<file path="src/rtl/lcdscan_pkg.sv">
// Shared types for the row scanner: display status codes and the
// bundle of frame settings that is captured at each frame boundary.
package lcdscan_pkg;

    typedef enum logic [1:0] {
        DISP_BLANK   = 2'b00,
        DISP_NORMAL  = 2'b01,
        DISP_ALLON   = 2'b10,
        DISP_INVERSE = 2'b11
    } disp_mode_e;

    typedef struct packed {
        logic [1:0] depth_sel;
        logic [1:0] first_bank;
        disp_mode_e disp;
    } scan_cfg_t;

    localparam scan_cfg_t CFG_AT_RESET = '{depth_sel: 2'b11, first_bank: 2'b00, disp: DISP_BLANK};

endpackage

</file>
<file path="src/rtl/lcdscan_sequencer.sv">
// Row sequencer: counts scan rows on each tick and wraps after the last
// row of the active depth. It captures new frame settings on the wrapping
// tick and issues the active-low frame pulse for one clock.
// Assumes the depth is (depth_sel+1) banks of ROWS_PER_BANK rows.
module lcdscan_sequencer
    import lcdscan_pkg::*;
#(
    parameter int ROWS_PER_BANK = 8,
    parameter int BANKS         = 4,
    localparam int LINES        = BANKS * ROWS_PER_BANK,
    localparam int RW           = $clog2(LINES)
) (
    input  logic            clk,
    input  logic            rst_n,
    input  logic            scan_tick,
    input  scan_cfg_t       cfg_in,
    output scan_cfg_t       cfg_act,
    output logic [RW-1:0]   scan_row,
    output logic            sync_n
);

    logic [RW-1:0] last_row;

    // Last row index of the active frame length.
    always_comb begin
        last_row = RW'((32'(cfg_act.depth_sel) + 1) * ROWS_PER_BANK - 1);
    end

    // Row counter, setting capture at wrap, and frame pulse.
    always_ff @(posedge clk) begin
        if (!rst_n) begin
            scan_row <= '0;
            cfg_act  <= CFG_AT_RESET;
            sync_n   <= 1'b1;
        end else begin
            sync_n <= 1'b1;
            if (scan_tick) begin
                if (scan_row == last_row) begin
                    scan_row <= '0;
                    cfg_act  <= cfg_in;
                    sync_n   <= 1'b0;
                end else begin
                    scan_row <= scan_row + 1'b1;
                end
            end
        end
    end

endmodule

</file>
<file path="src/rtl/lcdscan_ram.sv">
// Display memory: LINES lines of COLS bits, one synchronous write port and
// one combinational read port. The contents are not reset.
module lcdscan_ram #(
    parameter int COLS  = 40,
    parameter int LINES = 32,
    localparam int AW   = $clog2(LINES)
) (
    input  logic            clk,
    input  logic            wr_en,
    input  logic [AW-1:0]   wr_addr,
    input  logic [COLS-1:0] wr_data,
    input  logic [AW-1:0]   rd_addr,
    output logic [COLS-1:0] rd_data
);

    logic [COLS-1:0] mem [LINES];

    // Store one pixel line per write strobe.
    always_ff @(posedge clk) begin
        if (wr_en) begin
            mem[wr_addr] <= wr_data;
        end
    end

    // Present the line that is addressed for display.
    always_comb begin
        rd_data = mem[rd_addr];
    end

endmodule

</file>
<file path="src/rtl/lcdscan_row_decode.sv">
// Turns the scan row index into a one-hot row select, one comparator per row.
module lcdscan_row_decode #(
    parameter int LINES = 32,
    localparam int RW   = $clog2(LINES)
) (
    input  logic [RW-1:0]    scan_row,
    output logic [LINES-1:0] row_sel
);

    for (genvar g = 0; g < LINES; g++) begin : g_row
        assign row_sel[g] = (scan_row == RW'(g));
    end

endmodule

</file>
<file path="src/rtl/lcdscan_col_shaper.sv">
// Applies the display status to a raw pixel line: blank, pass, all on, invert.
module lcdscan_col_shaper
    import lcdscan_pkg::*;
#(
    parameter int COLS = 40
) (
    input  disp_mode_e      disp,
    input  logic [COLS-1:0] raw,
    output logic [COLS-1:0] cols
);

    // Select the column image for the active status.
    always_comb begin
        unique case (disp)
            DISP_BLANK:   cols = '0;
            DISP_NORMAL:  cols = raw;
            DISP_ALLON:   cols = '1;
            DISP_INVERSE: cols = ~raw;
            default:      cols = '0;
        endcase
    end

endmodule

</file>
<file path="src/rtl/lcd_row_scanner.sv">
// Top of the row scanner. Ties together the sequencer, the display memory,
// the row decoder and the column shaper. The memory line shown on a row is
// the top bank offset plus the scan row, taken modulo the memory depth.
// Assumes settings on the register side are steady or may change at any
// time; they are used only from the next frame.
module lcd_row_scanner
    import lcdscan_pkg::*;
#(
    parameter int COLS          = 40,
    parameter int ROWS_PER_BANK = 8,
    localparam int BANKS        = 4,
    localparam int LINES        = BANKS * ROWS_PER_BANK,
    localparam int AW           = $clog2(LINES)
) (
    input  logic             clk,
    input  logic             rst_n,
    input  logic             scan_tick,
    input  logic [1:0]       depth_sel,
    input  logic [1:0]       first_bank,
    input  logic [1:0]       disp_mode,
    input  logic             ram_we,
    input  logic [AW-1:0]    ram_waddr,
    input  logic [COLS-1:0]  ram_wdata,
    output logic [LINES-1:0] row_sel,
    output logic [COLS-1:0]  col_out,
    output logic             sync_n
);

    scan_cfg_t       cfg_req;
    scan_cfg_t       cfg_act;
    logic [AW-1:0]   scan_row;
    logic [AW:0]     line_sum;
    logic [AW-1:0]   line_addr;
    logic [COLS-1:0] line_data;

    // Bundle the requested settings.
    always_comb begin
        cfg_req.depth_sel  = depth_sel;
        cfg_req.first_bank = first_bank;
        cfg_req.disp       = disp_mode_e'(disp_mode);
    end

    lcdscan_sequencer #(
        .ROWS_PER_BANK (ROWS_PER_BANK),
        .BANKS         (BANKS)
    ) seq_i (
        .clk       (clk),
        .rst_n     (rst_n),
        .scan_tick (scan_tick),
        .cfg_in    (cfg_req),
        .cfg_act   (cfg_act),
        .scan_row  (scan_row),
        .sync_n    (sync_n)
    );

    // Memory line for the current row: bank offset plus row, wrapped once.
    always_comb begin
        line_sum = (AW+1)'(cfg_act.first_bank) * (AW+1)'(ROWS_PER_BANK) + (AW+1)'(scan_row);
        if (line_sum >= (AW+1)'(LINES)) begin
            line_addr = AW'(line_sum - (AW+1)'(LINES));
        end else begin
            line_addr = AW'(line_sum);
        end
    end

    lcdscan_ram #(
        .COLS  (COLS),
        .LINES (LINES)
    ) ram_i (
        .clk     (clk),
        .wr_en   (ram_we),
        .wr_addr (ram_waddr),
        .wr_data (ram_wdata),
        .rd_addr (line_addr),
        .rd_data (line_data)
    );

    lcdscan_row_decode #(
        .LINES (LINES)
    ) rdec_i (
        .scan_row (scan_row),
        .row_sel  (row_sel)
    );

    lcdscan_col_shaper #(
        .COLS (COLS)
    ) shp_i (
        .disp (cfg_act.disp),
        .raw  (line_data),
        .cols (col_out)
    );

endmodule

</file>
<file path="config.mk">
export PLATFORM = sky130hd
export DESIGN_NAME = lcd_row_scanner
export DESIGN_NICKNAME = d
export VERILOG_FILES = /design/src/rtl/lcdscan_pkg.sv /design/src/rtl/lcdscan_sequencer.sv /design/src/rtl/lcdscan_ram.sv /design/src/rtl/lcdscan_row_decode.sv /design/src/rtl/lcdscan_col_shaper.sv /design/src/rtl/lcd_row_scanner.sv
export SDC_FILE = /design/constraint.sdc
export NUM_CORES = 1
export LEC_CHECK = 0
export BUFFER_PORTS_ARGS = -buffer_cell sky130_fd_sc_hd__buf_2
export CAP_MARGIN = 20
export CORE_ASPECT_RATIO = 1.2
export CORE_MARGIN = 3
export CORE_UTILIZATION = 56
export DETAILED_ROUTE_END_ITERATION = 7
export PLACE_DENSITY = 0.81
export SETUP_SLACK_MARGIN = 0.1
export SKIP_CTS_REPAIR_TIMING = 1
export SLEW_MARGIN = 15
export SYNTH_ARGS = -nofsm -noshare
export SYNTH_HDL_FRONTEND = slang
export SYNTH_SLANG_ARGS = --single-unit
</file>
<file path="constraint.sdc">
create_clock -name clk -period 3.8 [get_ports clk]
set_input_delay 0.19 -clock clk [delete_from_list [all_inputs] [get_ports clk]]
set_output_delay 0.19 -clock clk [all_outputs]
set_load 0.05 [all_outputs]
</file>
==> impl_metrics.yaml <==
worst_setup_path:
  cp.required_ns: 3.61
  crit_fanout: 37
  critPathKind: "reg2out"
  r2r_cells: 7
  cp-end-kind: "output port"
  reg2reg_slack_ns: 1.13
  cp-start-kind: "register"
  cp.arrival_ns: 3.47
  timing.rr.end: "seq_i.scan_row[4]$_SDFFE_PN0P_"
  regToRegStartpoint: "seq_i.scan_row[0]$_SDFFE_PN0P_"
layout:
  syn2layout_area_growth_pct: 13.0
  post-route-util_pct: 64.1
  final_area_mm2: 0.0575
  fin_nets: 2842
  drive_gt1_share_pct: 21.1
grt:
  overflow: 0
  grt_pass1_wl_um: 182000
  grt_max_degree: 97
  grt_usage_pct: 26.9
  antenna_found_initial: 5
  grt_pass1_vias: 27385
place:
  gp_congestion: 0.805
  place_hpwl_um: 65200
  io_buffers: 127
  placed_area_mm2: 0.0536
synth:
  yosysUniqueCellTypes: 44
  synth_area_mm2: 0.0508
  synth_warnings: 0
  yosysSeqAreaShare_pct: 76.1
  syn_inst: 2584
  syn-num-nets: 2646
  avgSynthCellArea_um2: 19.7
  synth-seq-cells: 1292
clock_tree:
  cts_buffers: 113
  clockBufferDepth: 3
  h-tree-depth: 3
  cts_sinks: 1292
  root_buffer: "clkbuf_16"
  cts_tree: "built"
  clkTransAtPathRegs_ns: 0.06
  clock_latency_ns: 0.71
timing:
  rsz0062_at_grt: "yes"
  finClkSkew_ns: 0.0384
  fin_setup_tns_ns: 0
  fin_crit_sh_pct: 96.2
  relSlewSlack_pct: 32.9
  worst_pin_slew_ns: 1.00
  fmax_ghz: 0.273
  slew_viol_final: 0
  finalHoldViolations: 114
  holdWs_ns: -0.0154
  min_period_ns: 3.66
  finalSetupViolCount: 0
job:
  cap_violations: 0
worst_hold_path:
  hold-path-endpoint: "ram_i.mem[27][32]$_DFFE_PP_"
  min_from: "ram_wdata[32]"
  hp-class: "in2reg"
  whs_path_depth: 1
floorplanning:
  start_util_pct: 56.7
  core_mm2: 0.0896
  die-area_mm2: 0.0944
  die_h_um: 336
  fp-row-count: 120
  io_pins: 128
  die_x_um: 281
detailed_routing:
  avgRoutedWirePerCell_um: 31.8
  wl_um: 128000
  drc: 0
  ant_nets: 0
  via_count: 27080
  drt-vias-per-instance: 6.72
  drt_pass1_iterations: 5
  first_iter_violations: 3850
power:
  p_leak_nw: 17.7
  power_density_mw_per_mm2: 501
  peakVddDrop_uv: 386
outcome:
  status: "finished, violations left"
  violations: "hold timing"
placed cells by master, fill, tap and decap left out, types with 4 or more instances in the layout:
cell type	instances
dlygate4sd3_1	18
nor2b_1	12
a2111oi_2	11
o21ai_0	5
a41o_1	29
o2111ai_1	26
buf_4	51
mux2_2	11
nand3_1	8
edfxtp_1	1280
inv_1	5
clkbuf_1	32
clkinv_2	20
a22o_1	16
buf_2	118
xnor2_1	32
a21o_1	23
buf_12	42
dfxtp_1	5
dfxtp_4	4
a21oi_1	22
nand3b_1	5
clkinv_1	21
nor2_4	34
and2_1	8
xor2_1	13
a211oi_1	11
mux4_2	160
a31oi_1	11
ha_1	6
nor2_1	61
nand2_1	116
clkbuf_16	116
mux2i_1	379
a22oi_1	108
bufinv_16	9
nand2b_1	4
routing by layer:
| layer | GRT usage (%) | part of all wire (%) | vias up |
|---|---|---|---|
| met2 | 44.7 | 50 | 1911 |
| met3 | 4.71 | 9.9 | 410 |
| met4 | 13.8 | 5.2 | 4 |
| met1 | 34.5 | 35 | 13846 |
| met5 | 0 | 0.020 | - |
| li1 | - | - | 10909 |
sequential cells by signal, summed over array words and instances (netlist names):
signal,flops
ram_i.mem,1280
seq_i.cfg_act,6
seq_i.scan_row,5
seq_i.sync_n,1
where the power goes:
part           total [mW]  switching (mW)  internal, mW  leakage [nW]
logic                1.84            1.11         0.736          4.38
registers            15.9          0.0620          15.8          11.6
clock network        11.0            4.92          6.12          1.72
total                28.8            6.09          22.7          17.7
through the flow:
stage / std cells / worst slack (ns) / total power [mW]
2_1_floorplan: 2584 / 0.829 / 17.4
3_3_place_gp: 3802 / 0.809 / 17.9
3_5_place_dp: 3802 / 0.757 / 18.0
4_1_cts: 4005 / -0.0148 / 28.8
5_1_grt: 4030 / 0.0349 / 29.5
6_report: 4030 / 0.144 / 28.8
Yosys cell counts:
library cell | instances | area, um2
mux2i_1 | 379 | 3790
dfxtp_1 | 12 | 240
a22o_1 | 16 | 140
o22a_1 | 2 | 17.5
or3b_2 | 3 | 26.3
a2111oi_2 | 11 | 165
o21ai_0 | 5 | 25.0
a41o_1 | 29 | 290
a211oi_1 | 12 | 90.1
xnor2_1 | 32 | 280
nand3b_1 | 5 | 37.5
buf_6 | 9 | 101
o2111ai_2 | 2 | 30.0
buf_1 | 5 | 18.8
or2_2 | 1 | 6.26
mux4_2 | 160 | 3600
and3_1 | 1 | 6.26
ha_1 | 7 | 87.6
o211ai_1 | 1 | 7.51
buf_4 | 20 | 150
o2111ai_1 | 27 | 236
or3_1 | 1 | 6.26
a21o_1 | 23 | 173
clkbuf_1 | 51 | 191
nor2b_1 | 14 | 87.6
mux2_2 | 11 | 124
nand2b_1 | 4 | 25.0
nand2_1 | 116 | 435
xor3_1 | 1 | 23.8
a22oi_1 | 108 | 811
xnor3_1 | 1 | 22.5
inv_1 | 5 | 18.8
nor3_1 | 1 | 5.00
nor2_1 | 94 | 353
clkbuf_2 | 1 | 5.00
and2_1 | 9 | 56.3
buf_2 | 69 | 345
edfxtp_1 | 1280 | 38400
a31oi_1 | 11 | 68.8
nor2_2 | 1 | 6.26
nand3_1 | 8 | 40.0
xor2_1 | 13 | 114
nand2_4 | 1 | 11.3
a21oi_1 | 22 | 110
area by class of cell:
| cell class | instances | area, um2 |
|---|---|---|
| sequential | 1292 | 38700 |
| fill | 5554 | 32200 |
| multi-input combinational | 1132 | 11600 |
| clock buffer | 146 | 2970 |
| timing repair buffer | 236 | 2150 |
| tap | 1159 | 1450 |
| clock inverter | 57 | 546 |
| inverter | 5 | 18.8 |
| antenna | 3 | 7.51 |
worst max-delay path by stage:
stage / cells after the start / endpoint / slack, ns / from
floorplan: 3 / ram_i.mem[12][0]$_DFFE_PP_ / 0.83 / ram_waddr[1]
global placement: 6 / col_out[35] / 0.81 / seq_i.scan_row[3]$_SDFFE_PN0P_
detailed placement: 6 / col_out[13] / 0.76 / seq_i.scan_row[3]$_SDFFE_PN0P_
CTS: 8 / col_out[13] / -0.01 / seq_i.scan_row[1]$_SDFFE_PN0P_
global route: 7 / col_out[21] / 0.03 / seq_i.scan_row[0]$_SDFFE_PN0P_
finish: 8 / col_out[24] / 0.14 / seq_i.scan_row[1]$_SDFFE_PN0P_
logic make-up after synthesis:
| family | Yosys count | synth area share (%) |
|---|---|---|
| AND/OR/NAND/NOR | 259 | 2.17 |
| AO/OA/AOI/OAI | 269 | 4.26 |
| flip-flops | 1292 | 76.1 |
| adder cells (fa/ha/maj) | 7 | 0.172 |
| buffers and inverters | 160 | 1.63 |
| multiplexers | 550 | 14.8 |
| XOR/XNOR | 47 | 0.867 |
critical path, stage by stage (launching register included):
cell and delay [ns]:
dfxtp_4 0.50, buf_16 0.30, buf_4 0.31, mux2i_1 0.13, a21oi_1 0.25, a31oi_1 0.16, a2111oi_2 0.61, xor2_1 0.20
buf_2 0.29
No activity file was read; power rests on OpenSTA's default activity.
